File: src/rtl/irq_agg_pkg.sv
package irq_agg_pkg;
  localparam int DATA_W      = 32;
  localparam int PRI_N       = 6;
  localparam int CASCADE_IDX = 0;
  localparam int MASTER_IDX  = 31;

  typedef enum logic [2:0] {
    SEL_SEC_STAT = 3'd0,
    SEL_SEC_EN   = 3'd1,
    SEL_PRI_STAT = 3'd2,
    SEL_PRI_EN   = 3'd3,
    SEL_HW_CFG   = 3'd4
  } regSelT;

  typedef struct packed {
    logic secStatClr;
    logic secEnWr;
    logic priStatClr;
    logic priEnWr;
    logic cfgWr;
  } ctlStrobeT;
endpackage

File: src/rtl/irq_agg_ctrl.sv
module irq_agg_ctrl
  import irq_agg_pkg::*;
(
  input  logic      [2:0] regSel,
  input  logic            regWrEn,
  output ctlStrobeT       strobes
);
  always_comb begin
    strobes = '0;
    if (regWrEn) begin
      case (regSelT'(regSel))
        SEL_SEC_STAT: strobes.secStatClr = 1'b1;
        SEL_SEC_EN:   strobes.secEnWr    = 1'b1;
        SEL_PRI_STAT: strobes.priStatClr = 1'b1;
        SEL_PRI_EN:   strobes.priEnWr    = 1'b1;
        SEL_HW_CFG:   strobes.cfgWr      = 1'b1;
        default:      strobes            = '0;
      endcase
    end
  end
endmodule

File: src/rtl/irq_agg_dp.sv
module irq_agg_dp
  import irq_agg_pkg::*;
#(
  parameter int SEC_N = 8
) (
  input  logic              clk,
  input  logic              rstN,
  input  ctlStrobeT         strobes,
  input  logic        [2:0] regSel,
  input  logic [DATA_W-1:0] regWrData,
  output logic [DATA_W-1:0] regRdData,
  input  logic  [SEC_N-1:0] secEvent,
  input  logic  [PRI_N-2:0] priEvent,
  output logic              intPin
);
  logic [SEC_N-1:0] secStatus, secEnBits, secClr;
  logic             masterEn;
  logic [PRI_N-1:0] priStatus, priEnable, priClr, priSet;
  logic             pinEnable, intPinQ;
  logic             secRaise, priAny;

  assign secRaise = masterEn & (|(secStatus & secEnBits));
  assign priAny   = |(priStatus & priEnable);
  assign secClr   = strobes.secStatClr ? regWrData[SEC_N-1:0] : '0;
  assign priClr   = strobes.priStatClr ? regWrData[PRI_N-1:0] : '0;

  always_comb begin
    priSet = '0;
    priSet[CASCADE_IDX] = secRaise;
    for (int k = 0; k < PRI_N - 1; k++) priSet[k + 1] = priEvent[k];
  end

  always_ff @(posedge clk or negedge rstN) begin
    if (!rstN) begin
      secStatus <= '0;
      secEnBits <= '0;
      masterEn  <= 1'b0;
      priStatus <= '0;
      priEnable <= '0;
      pinEnable <= 1'b0;
    end else begin
      secStatus <= (secStatus & ~secClr) | secEvent;
      priStatus <= (priStatus & ~priClr) | priSet;
      if (strobes.secEnWr) begin
        secEnBits <= regWrData[SEC_N-1:0];
        masterEn  <= regWrData[MASTER_IDX];
      end
      if (strobes.priEnWr) priEnable <= regWrData[PRI_N-1:0];
      if (strobes.cfgWr)   pinEnable <= regWrData[0];
    end
  end

  // Hold stage: transparent (registered) while pinEnable is 1, frozen otherwise.
  always_ff @(posedge clk or negedge rstN) begin
    if (!rstN)          intPinQ <= 1'b0;
    else if (pinEnable) intPinQ <= priAny;
  end
  assign intPin = intPinQ;

  always_comb begin
    regRdData = '0;
    case (regSelT'(regSel))
      SEL_SEC_STAT: regRdData[SEC_N-1:0] = secStatus;
      SEL_SEC_EN: begin
        regRdData[SEC_N-1:0]  = secEnBits;
        regRdData[MASTER_IDX] = masterEn;
      end
      SEL_PRI_STAT: regRdData[PRI_N-1:0] = priStatus;
      SEL_PRI_EN:   regRdData[PRI_N-1:0] = priEnable;
      SEL_HW_CFG:   regRdData[0]         = pinEnable;
      default:      regRdData            = '0;
    endcase
  end

  a_r2_event_sets: assert property (@(posedge clk) disable iff (!rstN)
    (secEvent != '0) |=> ((secStatus & $past(secEvent)) == $past(secEvent)));
  a_r4_cascade_sets: assert property (@(posedge clk) disable iff (!rstN)
    secRaise |=> priStatus[CASCADE_IDX]);
  a_r5_cascade_sticky: assert property (@(posedge clk) disable iff (!rstN)
    (priStatus[CASCADE_IDX] && !(strobes.priStatClr && regWrData[CASCADE_IDX]))
    |=> priStatus[CASCADE_IDX]);
  a_r7_pin_follows: assert property (@(posedge clk) disable iff (!rstN)
    pinEnable |=> (intPin == $past(priAny)));
  a_r8_pin_holds: assert property (@(posedge clk) disable iff (!rstN)
    !pinEnable |=> $stable(intPin));
endmodule

File: src/rtl/irq_agg_top.sv
module irq_agg_top
  import irq_agg_pkg::*;
#(
  parameter int SEC_N = 8
) (
  input  logic              clk,
  input  logic              rstN,
  input  logic        [2:0] regSel,
  input  logic              regWrEn,
  input  logic [DATA_W-1:0] regWrData,
  output logic [DATA_W-1:0] regRdData,
  input  logic  [SEC_N-1:0] secEvent,
  input  logic  [PRI_N-2:0] priEvent,
  output logic              intPin
);
  ctlStrobeT strobes;

  irq_agg_ctrl u_ctrl (
    .regSel  (regSel),
    .regWrEn (regWrEn),
    .strobes (strobes)
  );

  irq_agg_dp #(.SEC_N(SEC_N)) u_dp (
    .clk       (clk),
    .rstN      (rstN),
    .strobes   (strobes),
    .regSel    (regSel),
    .regWrData (regWrData),
    .regRdData (regRdData),
    .secEvent  (secEvent),
    .priEvent  (priEvent),
    .intPin    (intPin)
  );
endmodule

File: config.mk
export PLATFORM = sky130hd
export DESIGN_NAME = irq_agg_top
export DESIGN_NICKNAME = d
export VERILOG_FILES = /design/src/rtl/irq_agg_pkg.sv /design/src/rtl/irq_agg_ctrl.sv /design/src/rtl/irq_agg_dp.sv /design/src/rtl/irq_agg_top.sv
export SDC_FILE = /design/constraint.sdc
export NUM_CORES = 1
export LEC_CHECK = 0
export BUFFER_PORTS_ARGS = -buffer_cell sky130_fd_sc_hd__buf_4
export CORE_MARGIN = 5
export CORE_UTILIZATION = 35
export CTS_CLUSTER_SIZE = 12
export DETAILED_ROUTE_END_ITERATION = 16
export PLACE_DENSITY = 0.74
export SLEW_MARGIN = 20
export SYNTH_ARGS = -nofsm -noshare
export SYNTH_HDL_FRONTEND = slang
export SYNTH_SLANG_ARGS = --single-unit
File: constraint.sdc
create_clock -name clk -period 2.4 [get_ports clk]
set_clock_uncertainty 0.1 [all_clocks]
set_input_delay 0.12 -clock clk [delete_from_list [all_inputs] [get_ports clk]]
set_output_delay 0.12 -clock clk [all_outputs]
set_load 0.005 [all_outputs]
# --- Word level (Yosys, flattened, before mapping) ---
# Cells that the tools add are included.
op_classes:
  eq_ne: 4
  bitwise_logic: 9
  n_reduce_logical: 3
  muxes: 12
op_table:
  columns: ["cell", "n"]
  rows:
  - ["$pmux W5 S4", 1]
  - ["$and A8 B8 Y8", 2]
  - ["$and A6 B6 Y6", 2]
  - ["$mux W8", 1]
  - ["$not A8 Y8", 1]
  - ["$or A8 B8 Y8", 1]
  - ["$reduce_or A8 Y1", 1]
  - ["$eq A3 B2 Y1 const B", 2]
  - ["$mux W1", 6]
  - ["$mux W6", 1]
  - ["$not A6 Y6", 1]
  - ["$or A6 B6 Y6", 1]
  - ["$reduce_or A6 Y1", 1]
  - ["$mux W5", 1]
  - ["$pmux W1 S5", 1]
  - ["$pmux W2 S2", 1]
  - ["$eq A3 B1 Y1 const B", 1]
  - ["$eq A3 B3 Y1 const B", 1]
  - ["$logic_not A3 Y1", 1]
  - ["$and A1 B1 Y1", 1]
word_totals:
  inputBits: 51
  regBits: 31
  out_inout_bits: 33

# --- Longest topological paths before layout ---
# Gate-level depths: netlist (run 1).
logic_depth:
  depth_word: 7
  mapped_depth: 5
  mapped_depth_nobuf: 3

# --- Modules after synthesis ---
# From an unflattened synthesis (run 1), not the netlist that was laid out.
unflattened:
  hier_cells: 143
  area_unflattened_um2: 1721.7
by_module_without_submodules:
  columns: ["mod", "seq_area_each_um2", "n_inst", "area_each_um2", "cells_per_inst"]
  rows:
  - ["irq_agg_dp", 775.7, 1, 1657.8, 138]
  - ["irq_agg_ctrl", 0.0, 1, 63.8, 5]

# --- Worst setup path after synthesis (run 1) ---
# No wires, ideal clock.
synth_timing:
  kind: "input-to-reg"
  start: "in regSel[0]"
  end: "reg u_dp.secStatus[0]"
  setup_time_ps: 118
  slack_ps: 1172
  arrival_ps: 1010
  path_stages: 5
  n_path_buf: 2
  required_time_ps: 2182
  path_cell_list: "buf_6 > buf_6 > nor4b_4 > nand2_1 > a21o_1"
synth_between:
  elab_chain_len: 7
synth_rtl:
  columns: ["element", "line_no", "text"]
  rows:
  - ["start, declared", "irq_agg_top.sv:8", "input logic [2:0] regSel,"]
  - ["$logic_not A3 Y1", "irq_agg_ctrl.sv:11", "case (regSelT'(regSel))"]
  - ["$mux W1", "irq_agg_ctrl.sv:11", null]
  - ["$mux W5", "irq_agg_ctrl.sv:10", "if (regWrEn) begin"]
  - ["$mux W8", "irq_agg_dp.sv:24", "assign secClr = strobes.secStatClr ? regWrData[SEC_N-1:0] : '0;"]
  - ["$not A8 Y8", "irq_agg_dp.sv:42", "secStatus <= (secStatus & ~secClr) | secEvent;"]
  - ["$and A8 B8 Y8", "irq_agg_dp.sv:42", null]
  - ["$or A8 B8 Y8", "irq_agg_dp.sv:42", null]
  - ["end signal, assigned", "irq_agg_dp.sv:42", null]
  - ["end, declared", "irq_agg_dp.sv:16", "logic [SEC_N-1:0] secStatus, secEnBits, secClr;"]
# Every way passes these cells.
# A chain may end at the register's enable or synchronous reset.

# --- Worst setup path in the final report (run 1) ---
layout_timing:
  start: "reg u_dp.priStatus[2]"
  end: "out regRdData[2]"
layout_between:
  elab_chain_len: 1
layout_rtl:
  columns: ["element", "line_no", "text"]
  rows:
  - ["start, declared", "irq_agg_dp.sv:18", "logic [PRI_N-1:0] priStatus, priEnable, priClr, priSet;"]
  - ["start signal, assigned", "irq_agg_dp.sv:43", "priStatus <= (priStatus & ~priClr) | priSet;"]
  - ["$pmux W5 S4", "irq_agg_dp.sv:62", "case (regSelT'(regSel))"]
  - ["end, declared", "irq_agg_top.sv:11", "output logic [DATA_W-1:0] regRdData,"]
# Every way passes these cells.

==> results of run 1 <==
## area by class of cell
class | count | area, sq um | share of cell area [%]
repair buffers | 58 | 488 | 21.9
well taps | 67 | 83.8 | 3.76
multi-input cells | 105 | 808 | 36.3
clock buffers | 6 | 72.6 | 3.26
flip-flops and latches | 31 | 776 | 34.8
## power groups by stage
stage / clock [mW] / sequential (mW) / combinational [mW]
after floorplan: 0 / 0.633 / 0.174
after global placement: 0 / 0.647 / 0.238
after detailed placement: 0 / 0.652 / 0.244
after CTS: 0.375 / 0.642 / 0.272
after global routing: 0.398 / 0.651 / 0.301
final: 0.357 / 0.643 / 0.267
## Yosys cell counts
master	count
a21o_1	13
dfrtp_1	31
nor3_1	3
mux4_2	2
and4bb_2	1
conb_1	1
mux2_1	10
buf_4	24
nor2b_1	5
nand2_1	16
and3_1	1
a22oi_1	8
mux4_1	3
buf_2	1
mux2_2	7
nand3b_1	1
nand4b_2	1
a41oi_1	1
clkbuf_1	1
nand4_1	1
mux2i_1	2
nor4b_4	1
a22o_1	1
o21a_1	1
nor2_1	2
and4bb_1	1
o22ai_1	1
buf_6	2
## critical path: stages (launching register included)
cell,delay [ps]
dfrtp_1,400
mux4_1,520
nor2b_1,140
buf_4,130
## how the worst max path moves through the flow
stage                 startpoint                end  slack (ps)
3_5_place_dp           regSel[0]  u_dp.secEnBits[4]         870
6_report       u_dp.priStatus[2]       regRdData[2]         720
5_1_grt        u_dp.priStatus[2]       regRdData[2]         650
3_3_place_gp           regSel[0]  u_dp.secEnBits[4]         890
2_1_floorplan          regSel[0]  u_dp.secStatus[0]        1170
4_1_cts        u_dp.priStatus[2]       regRdData[2]         690
## per-layer routing
layer  up-vias  wire length (microns)  GRT usage, %
li1        589                      -             -
met1       585                   1590          15.1
met2        50                   1800          21.0
met3         2                    302          3.84
met4         0                     19          3.04
met5         -                      0             0
## cells by family (layout without fill, tap and decap cells)
logic type	Yosys count	in the layout
and+or+nand+nor	33	33
muxes	24	24
DFF	31	31
other	1	23
buffers and inverters	28	64
AOI/OAI and AO/OA	25	25
## flip-flops by register name, indices dropped and copies added (netlist names)
register and count:
u_dp.masterEn 1, u_dp.secEnBits 8, u_dp.priStatus 6, u_dp.pinEnable 1, u_dp.secStatus 8, u_dp.intPin 1
u_dp.priEnable 6
## through the flow
stage	cell area [sq um]	hold slack, ps
after floorplan	1800	-276
final	2230	8.44
after CTS	2230	0.806
after detailed placement	1950	-19.1
after global placement	1950	-25.4
after global routing	2230	4.59
## cells in the final DEF, fill, tap and decap left out, types with 2 or more instances in the layout
cell type      instances
a21o_1                13
a22oi_1                8
buf_4                 37
clkbuf_8               5
conb_1                23
dfrtp_1               31
dlygate4sd3_1         21
mux2_1                10
mux2_2                 7
mux2i_1                2
mux4_1                 3
mux4_2                 2
nand2_1               16
nor2_1                 2
nor2b_1                5
nor3_1                 3
## repair_timing
item / CTS / global route
hold buffers: 21 / 0
setup endpoints to repair: 0 / 0
hold endpoints to repair: 52 / 0
==> out/metrics.yaml, run 1 <==
synthAdderAreaFrac_pct: 0
drc: 0
cts_resized: 0
nFillCells: 460
seq_power_share_pct: 50.7
pwr-share-clk_pct: 28.2
drive_above_1_share_pct: 27.0
path_clk_slew_ps: 60
wl_per_cell_microns: 13.9
synth_top_family_by_area: "multiplexers"
cts_max_level: 2
antenna_found_initial: 0
fin_nets: 252
grt_pass1_wl_microns: 6020
post-place-ws_ps: 866
synth_top_area_share_pct: 45.3
drv_cap: 0
rows: 25
clock_sinks: 31
finalCritPeriodShare_pct: 70.0
gp_congestion: 0.740
tns_ps: 0
tightest_slew_ps: 605
regToRegSetupSlack_ps: 1160
post-route-util_pct: 47.2
r2r-end: "u_dp.priStatus[0]"
die-area_sq_mm: 0.00639
synthTopCellsByArea: "dfrtp_1 45%, buf_4 11%, mux2_1 6.6%"
dpl.cell_count: 240
timing.final.ws_setup_ps: 721
hold-path-cell-count: 2
yosys_warnings: 0
clk_latency_ps: 270
dp_hpwl_microns: 2730
ys_seq_area_share_pct: 45.3
worstSetupEndpointType: "primary output"
vias_per_cell: 4.59
diodes: 0
drtIter0Drc: 37
start_util_pct: 36.3
period_needed_ps: 1680
rsz0062_at_grt: "false"
synth_xor_area_share_pct: 0
synth_cell_type_count: 28
synth_simple_gate_area_share_pct: 11.5
rr_startpoint: "u_dp.secEnBits[1]"
power.total_mw: 1.27
fp.dieH_microns: 80.0
max_freq_mhz: 596
r2r.worst_path.cells: 3
power-per-cell-area_mw_per_mm2: 569
vias: 1226
min_to: "u_dp.secEnBits[0]"
combPwrFrac_pct: 21.1
grt-ovfl-total: 0
status: "complete, no violations"
grt_pass1_vias: 1232
ctsRootBufferMaster: "clkbuf_8"
hold_violations: 0
cts_tree: "built"
p_sw_mw: 0.321
crit_required_ps: 2180
hp-start: "regWrData[0]"
grt_max_degree: 32
swShare_pct: 25.3
setup_viol: 0
clockBufferDepth: 2
core_sq_mm: 0.00472
die_width_microns: 80.0
critPathKind: "reg -> out"
grtUsageTotal_pct: 12.3
area_delta_synth_final_pct: 30.1
drt_wl_total_microns: 3710
ys_ff_latch: 31
hp-class: "in -> reg"
io_pins: 84
cp_max_fo: 3
p_leak_nw: 0.950
final_cell_count_no_fill: 267
dr.pass1.iters: 4
crit_arrival_ps: 1460
cts_made_buffers: 5
final_antenna_net_count: 0
p_int_mw: 0.946
synth.avg_cell_area_sq_um: 12.1
final_max_slew_viol_count: 0
start_kind: "flip-flop"
slew_headroom_pct: 59.5
cts_setup_buffers: 0
synth_compound_area_share_pct: 11.0
portBuffers: 37
peakVddDrop_mv: 0.236
syn_inst: 142
synth.largest_area_cell: "dfrtp_1"
synthMuxAreaShare_pct: 19.6
synth_area_sq_mm: 0.00171
(Power assumes the default switching activity.)
==> run 2: changes to the inputs <==
==> constraint.sdc (replaced) <==
create_clock -name clk -period 1.6 [get_ports clk]
set_clock_uncertainty 0.1 [all_clocks]
set_input_delay 0.08 -clock clk [delete_from_list [all_inputs] [get_ports clk]]
set_output_delay 0.08 -clock clk [all_outputs]
set_load 0.005 [all_outputs]
==> run 2 against run 1 <==
The run now ends with negative setup slack left. Worst setup slack worse by 730 ps. Die area unchanged. Via count up 12%. Sequential share of layout area down 4.1 points. Sequential power up 48%. Highest routed layer unchanged.
==> out/metrics.yaml, run 2 (same netlist as run 1, synthesis figures left out) <==
die-area_sq_mm: 0.00639  # unchanged
ctsRootBufferMaster: "clkbuf_8"  # unchanged
grt-ovfl-total: 0  # unchanged
cp_slowest_cell: "mux4_2"  # was mux4_1
finalCritPeriodShare_pct: 101
vias: 1368  # was 1226
antenna_found_initial: 0  # unchanged
drive_above_1_share_pct: 35.2  # was 27.0%
path_cells: "mux4_2 -> nor2b_2 -> buf_4"  # was mux4_1 -> nor2b_1 -> buf_4
hp-class: "in -> reg"  # unchanged
dp_hpwl_microns: 2820  # was 2730 microns
start_util_pct: 36.3  # unchanged
clock_sinks: 31  # unchanged
violations: "negative setup slack"
crit_arrival_ps: 1430  # was 1460 ps
critical_path.max_stage_delay_ps: 450  # was 520 ps
setup_viol: 3  # was 0
grt_max_degree: 32  # unchanged
drtIter0Drc: 57  # was 37
rsz0062_at_grt: "true"  # was false
post-route-util_pct: 53.4  # was 47.2%
portBuffers: 37  # unchanged
power-per-cell-area_mw_per_mm2: 817  # was 569 mW/mm^2
cts_tree: "built"  # unchanged
peakVddDrop_mv: 0.389  # was 0.236 mV
wl_per_cell_microns: 13.9  # about the same
clockBufferDepth: 2  # unchanged
fin_nets: 286  # was 252
cts_max_level: 2  # unchanged
area_delta_synth_final_pct: 47.3  # was 30.1%
grtUsageTotal_pct: 14.0  # was 12.3%
status: "complete, but fails checks"  # was complete, no violations
grt_pass1_wl_microns: 6730  # was 6020 microns
final_antenna_net_count: 0  # unchanged
timing.final.ws_setup_ps: -12.4  # was 721 ps
die_width_microns: 80.0  # unchanged
diodes: 0  # unchanged
top_regs: "u_dp.secEnBits: 8 flops, u_dp.secStatus: 8 flops"  # unchanged
critPathKind: "reg -> out"  # unchanged
core_sq_mm: 0.00472  # unchanged
path_clk_slew_ps: 70  # was 60 ps
final_common_cell: "buf_4"  # unchanged
grt_pass1_vias: 1461  # was 1232
gp_congestion: 0.778  # was 0.740
start_kind: "flip-flop"  # unchanged
drc: 0  # unchanged
cp_top_family: "multiplexers"  # unchanged
hold_violations: 0  # unchanged
worstSetupEndpointType: "primary output"  # unchanged
fp.dieH_microns: 80.0  # unchanged
drt_wl_total_microns: 4200  # was 3710 microns
dpl.cell_count: 244  # was 240
p_leak_nw: 1.08  # was 0.950 nW
max_freq_mhz: 620
cp_max_fo: 2  # was 3
crit_required_ps: 1420  # was 2180 ps
nFillCells: 450  # was 460
rows: 25  # unchanged
period_needed_ps: 1610
final_cell_count_no_fill: 303  # was 267
final_max_slew_viol_count: 0  # unchanged
io_pins: 84  # unchanged
cts_made_buffers: 5  # unchanged
mostFrequentLayoutCells: "58 x buf_4, 34 x dlygate4sd3_1, 31 x dfrtp_1"  # was 37 x buf_4, 31 x dfrtp_1, 23 x conb_1
vias_per_cell: 4.51  # was 4.59
worst-path-buf-inv: 1  # unchanged
clk_latency_ps: 290  # was 270 ps
drv_cap: 0  # unchanged
dr.pass1.iters: 4  # unchanged
==> run 2: changes by cell type in the layout (fill, tap and decap cells not counted), sizes merged <==
| cell | delta |
|---|---|
| buf | +21 |
| dlygate4sd3 | +13 |
| clkinv | +3 |
| clkbuf | -1 |
==> run 2: final cells by class <==
cell class	count	area [sq um]	share of cell area (%)
tap	67	83.8	3.32
clock buffer	5	68.8	2.73
sequential	31	776	30.7
timing repair buffer	92	776	30.7
clock inverter	3	15.0	0.595
multi-input combinational	105	805	31.9
==> run 2: layer usage <==
layer | global-route usage (%) | routed length, microns | vias to the layer above
met1 | 16.2 | 1670 | 651
li1 | - | - | 652
met3 | 3.50 | 396 | 4
met4 | 5.07 | 25 | 0
met2 | 24.8 | 2110 | 61
met5 | 0 | 0 | -
==> run 2: report_power, final <==
group          switching, mW  leakage [nW]  internal [mW]
logic                  0.187         0.705          0.320
clock network          0.306        0.0477          0.297
registers             0.0679         0.326          0.885
total                  0.561          1.08           1.50
==> run 2: timing repair <==
| item | 4_1_cts | 5_1_grt |
|---|---|---|
| hold buffers | 34 | 0 |
| endpoints found under the setup margin | 5 | 6 |
| gates resized for setup | 4 | 1 |
| pin swaps | 0 | 0 |
| hold endpoints to repair | 60 | 0 |
| buffers inserted | 15 | 2 |
==> run 2: per-stage QoR <==
| stage | cell area (sq um) | worst slack (ps) | TNS (ps) | hold WS, ps | power [mW] |
|---|---|---|---|---|---|
| final | 2520 | -12.4 | -17.4 | 136 | 2.06 |
| after detailed placement | 1980 | 223 | 0 | -60.1 | 1.35 |
| after floorplan | 1800 | 412 | 0 | -316 | 1.21 |
| after global placement | 1980 | 240 | 0 | -65.7 | 1.33 |
| after global routing | 2520 | -67.6 | -247 | 143 | 2.17 |
| after CTS | 2500 | -17.9 | -43.1 | 125 | 2.06 |
==> run 2: worst paths after layout <==
check	cells past startpoint	to	slack, ps	from
max in group asynchronous	2	u_dp.priStatus[1]	940	rstN
min in group asynchronous	2	u_dp.intPin	170	rstN
max reg2reg	3	u_dp.priStatus[3]	160	u_dp.priStatus[3]
min reg2reg	1	u_dp.secEnBits[3]	410	u_dp.secEnBits[3]
min	3	u_dp.pinEnable	140	regWrEn
max	3	regRdData[5]	-10	u_dp.secStatus[5]
==> run 2: worst register-to-register path: stages (launching register included) <==
cell,delay (ps)
dfrtp_1,390
buf_4,140
a21o_1,150
dlygate4sd3_1,550
==> run 3: changes to the inputs <==
--- a/config.mk
+++ b/config.mk
@@ -10,8 +10,8 @@
 export CORE_UTILIZATION = 35
 export CTS_CLUSTER_SIZE = 12
 export DETAILED_ROUTE_END_ITERATION = 16
-export PLACE_DENSITY = 0.74
 export SLEW_MARGIN = 20
 export SYNTH_ARGS = -nofsm -noshare
 export SYNTH_HDL_FRONTEND = slang
+export SYNTH_HIERARCHICAL = 1
 export SYNTH_SLANG_ARGS = --single-unit
==> run 3 against run 2 <==
The flow now finishes without violations. Via count is 1.7% lower. Synthesized area is 0.51% higher. Critical endpoint is now regRdData[1]. Largest cell class unchanged. Sequential share of layout area is 0.96 points higher. Combinational power is 6.1% higher.
==> out/metrics.yaml, run 3 <==
status: "complete, no violations"  # was complete, but fails checks
cp_max_fo: 2  # unchanged
final_common_cell: "buf_4"  # unchanged
dp_hpwl_microns: 2960  # was 2820 microns
grtUsageTotal_pct: 14.0  # about the same
final_max_slew_viol_count: 0  # unchanged
fp.dieH_microns: 80.1  # was 80.0 microns
clockBufferDepth: 2  # unchanged
grt-ovfl-total: 0  # unchanged
final_antenna_net_count: 0  # unchanged
synthFlopType: "dfrtp_1"  # unchanged
async_flop_share_pct: 100  # unchanged
cts_max_level: 2  # unchanged
crit_path_end: "regRdData[1]"  # was regRdData[5]
drive_above_1_share_pct: 41.7  # was 35.2%
power-per-cell-area_mw_per_mm2: 839  # was 817 mW/mm^2
diodes: 0  # unchanged
finalCritPeriodShare_pct: 99.3  # was 101%
ctsRootBufferMaster: "clkbuf_8"  # unchanged
cts_made_buffers: 5  # unchanged
post-route-util_pct: 51.5  # was 53.4%
start_kind: "flip-flop"  # unchanged
io_pins: 84  # unchanged
nFillCells: 439  # was 450
yosys_warnings: 6  # was 0
wl_per_cell_microns: 15.1  # was 13.9 microns
synth_most_common_cell: "dfrtp_1"  # unchanged
worstSetupEndpointType: "primary output"  # unchanged
peakVddDrop_mv: 0.486  # was 0.389 mV
max_freq_mhz: 629  # was 620 MHz
core_sq_mm: 0.00475  # was 0.00472 sq mm
synth_edf_count: 0  # unchanged
die-area_sq_mm: 0.00642  # was 0.00639 sq mm
clk_latency_ps: 280  # was 290 ps
vias_per_cell: 4.64  # was 4.51
die_width_microns: 80.1  # was 80.0 microns
gp_congestion: 0.757  # was 0.778
ys_seq_area_share_pct: 45.1  # was 45.3%
startpoint: "u_dp/priEnable[1]"  # was u_dp.secStatus[5]
mostFrequentLayoutCells: "52 x buf_4, 31 x dfrtp_1, 25 x dlygate4sd3_1"  # was 58 x buf_4, 34 x dlygate4sd3_1, 31 x dfrtp_1
syn_inst: 143  # was 142
vias: 1345  # was 1368
start_util_pct: 36.2  # was 36.3%
crit_required_ps: 1420  # about the same
clock_sinks: 31  # unchanged
synth_top_area_share_pct: 45.1  # was 45.3%
period_needed_ps: 1590  # was 1610 ps
dr.pass1.iters: 4  # unchanged
portBuffers: 37  # unchanged
area_delta_synth_final_pct: 42.2  # was 47.3%
p_leak_nw: 1.06  # was 1.08 nW
top_regs: "u_dp/secEnBits: 8 flops, u_dp/secStatus: 8 flops"  # was u_dp.secEnBits: 8 flops, u_dp.secStatus: 8 flops
drc: 0  # unchanged
ys_ff_latch: 31  # unchanged
tns_ps: 0  # was -17.4 ps
synth.largest_area_cell: "dfrtp_1"  # unchanged
rr_startpoint: "u_dp/secStatus[1]"  # was u_dp.priStatus[3]
synth_area_sq_mm: 0.00172  # was 0.00171 sq mm
critPathKind: "reg -> out"  # unchanged
drt_wl_total_microns: 4370  # was 4200 microns
hp-class: "in -> async"  # was in -> reg
grt_pass1_vias: 1355  # was 1461
rsz0062_at_grt: "true"  # unchanged
rows: 25  # unchanged
fin_nets: 275  # was 286
hold_violations: 0  # unchanged
grt_pass1_wl_microns: 6740  # was 6730 microns
drtIter0Drc: 77  # was 57
synth.avg_cell_area_sq_um: 12.0  # was 12.1 sq um
r2r-end: "u_dp/secStatus[1]"  # was u_dp.priStatus[3]
antenna_found_initial: 0  # unchanged
synth_cell_type_count: 28  # unchanged
path_clk_slew_ps: 60  # was 70 ps
regToRegSetupSlack_ps: 160  # about the same
grt_max_degree: 32  # unchanged
ys_top_cells_by_count: "31 x dfrtp_1, 23 x buf_4, 16 x mux2_2, 16 x nand2_1, 13 x a21o_1"  # was 31 x dfrtp_1, 24 x buf_4, 16 x nand2_1
synthTopCellsByArea: "dfrtp_1 45%, mux2_2 10%, buf_4 10%"  # was dfrtp_1 45%, buf_4 11%, mux2_1 6.6%
cts_tree: "built"  # unchanged
setup_viol: 0  # was 3
r2r.worst_path.cells: 3  # unchanged
crit_arrival_ps: 1410  # was 1430 ps
drv_cap: 0  # unchanged
## run 3: cell families (layout without fill, tap and decap cells)
kind of cell	count (synthesis)	in the layout	synth area share, %
simple gates	33	33	12.5
flops	31	31	45.1
buf+inv	29	87	12.0
compound gates	25	25	11.0
mux	24	24	19.2
other cells	1	23	0.218
## run 3: layout make-up
| cell class | count | area [sq um] | share of cell area (%) |
|---|---|---|---|
| timing repair buffer | 81 | 686 | 28.0 |
| clock buffer | 6 | 72.6 | 2.97 |
| multi-input combinational | 105 | 830 | 33.9 |
| tap | 67 | 83.8 | 3.43 |
| sequential | 31 | 776 | 31.7 |
## run 3: power by group
| group | internal [mW] | leakage (nW) | switching [mW] | total [mW] |
|---|---|---|---|---|
| sequential | 0.886 | 0.326 | 0.0772 | 0.963 |
| clock | 0.289 | 0.0371 | 0.263 | 0.551 |
| combinational | 0.341 | 0.697 | 0.197 | 0.538 |
## run 3: timing repair
action,4_1_cts,5_1_grt
hold buffers,25,0
buffers inserted,7,10
endpoints found under the setup margin,3,5
resized for setup,2,7
hold endpoints to repair,60,0
## run 3: per-layer routing
layer	wire, microns	vias up	GRT usage (%)
met4	69	0	4.22
li1	-	625	-
met3	427	7	4.93
met2	2030	66	23.1
met5	0	-	0
met1	1840	647	17.0
## run 3: worst min path at each step
| stage | from | end | slack, ps | cells past startpoint |
|---|---|---|---|---|
| 2_1_floorplan | rstN | u_dp/intPin | -320 | 0 |
| 3_3_place_gp | rstN | u_dp/priStatus[2] | -70 | 1 |
| 3_5_place_dp | rstN | u_dp/secEnBits[7] | -60 | 1 |
| 4_1_cts | rstN | u_dp/secEnBits[7] | 190 | 2 |
| 5_1_grt | regWrEn | u_dp/pinEnable | 200 | 3 |
| 6_report | rstN | u_dp/secStatus[1] | 170 | 2 |
## run 3: through the flow
stage          hold WS, ps  std cells  setup WS, ps  power (mW)  cell area (sq um)
2_1_floorplan         -316        165           442        1.23               1800
3_3_place_gp         -68.7        242           230        1.35               1970
3_5_place_dp         -61.1        242           210        1.37               1970
4_1_cts                190        280         0.124        2.00               2350
5_1_grt                201        290         -26.5        2.16               2450
6_report               173        290          10.5        2.05               2450
## run 3: worst max-delay path: stages (launching register included)
cell and delay (ps):
dfrtp_1 380, mux4_2 470, nor2b_4 140, buf_4 130
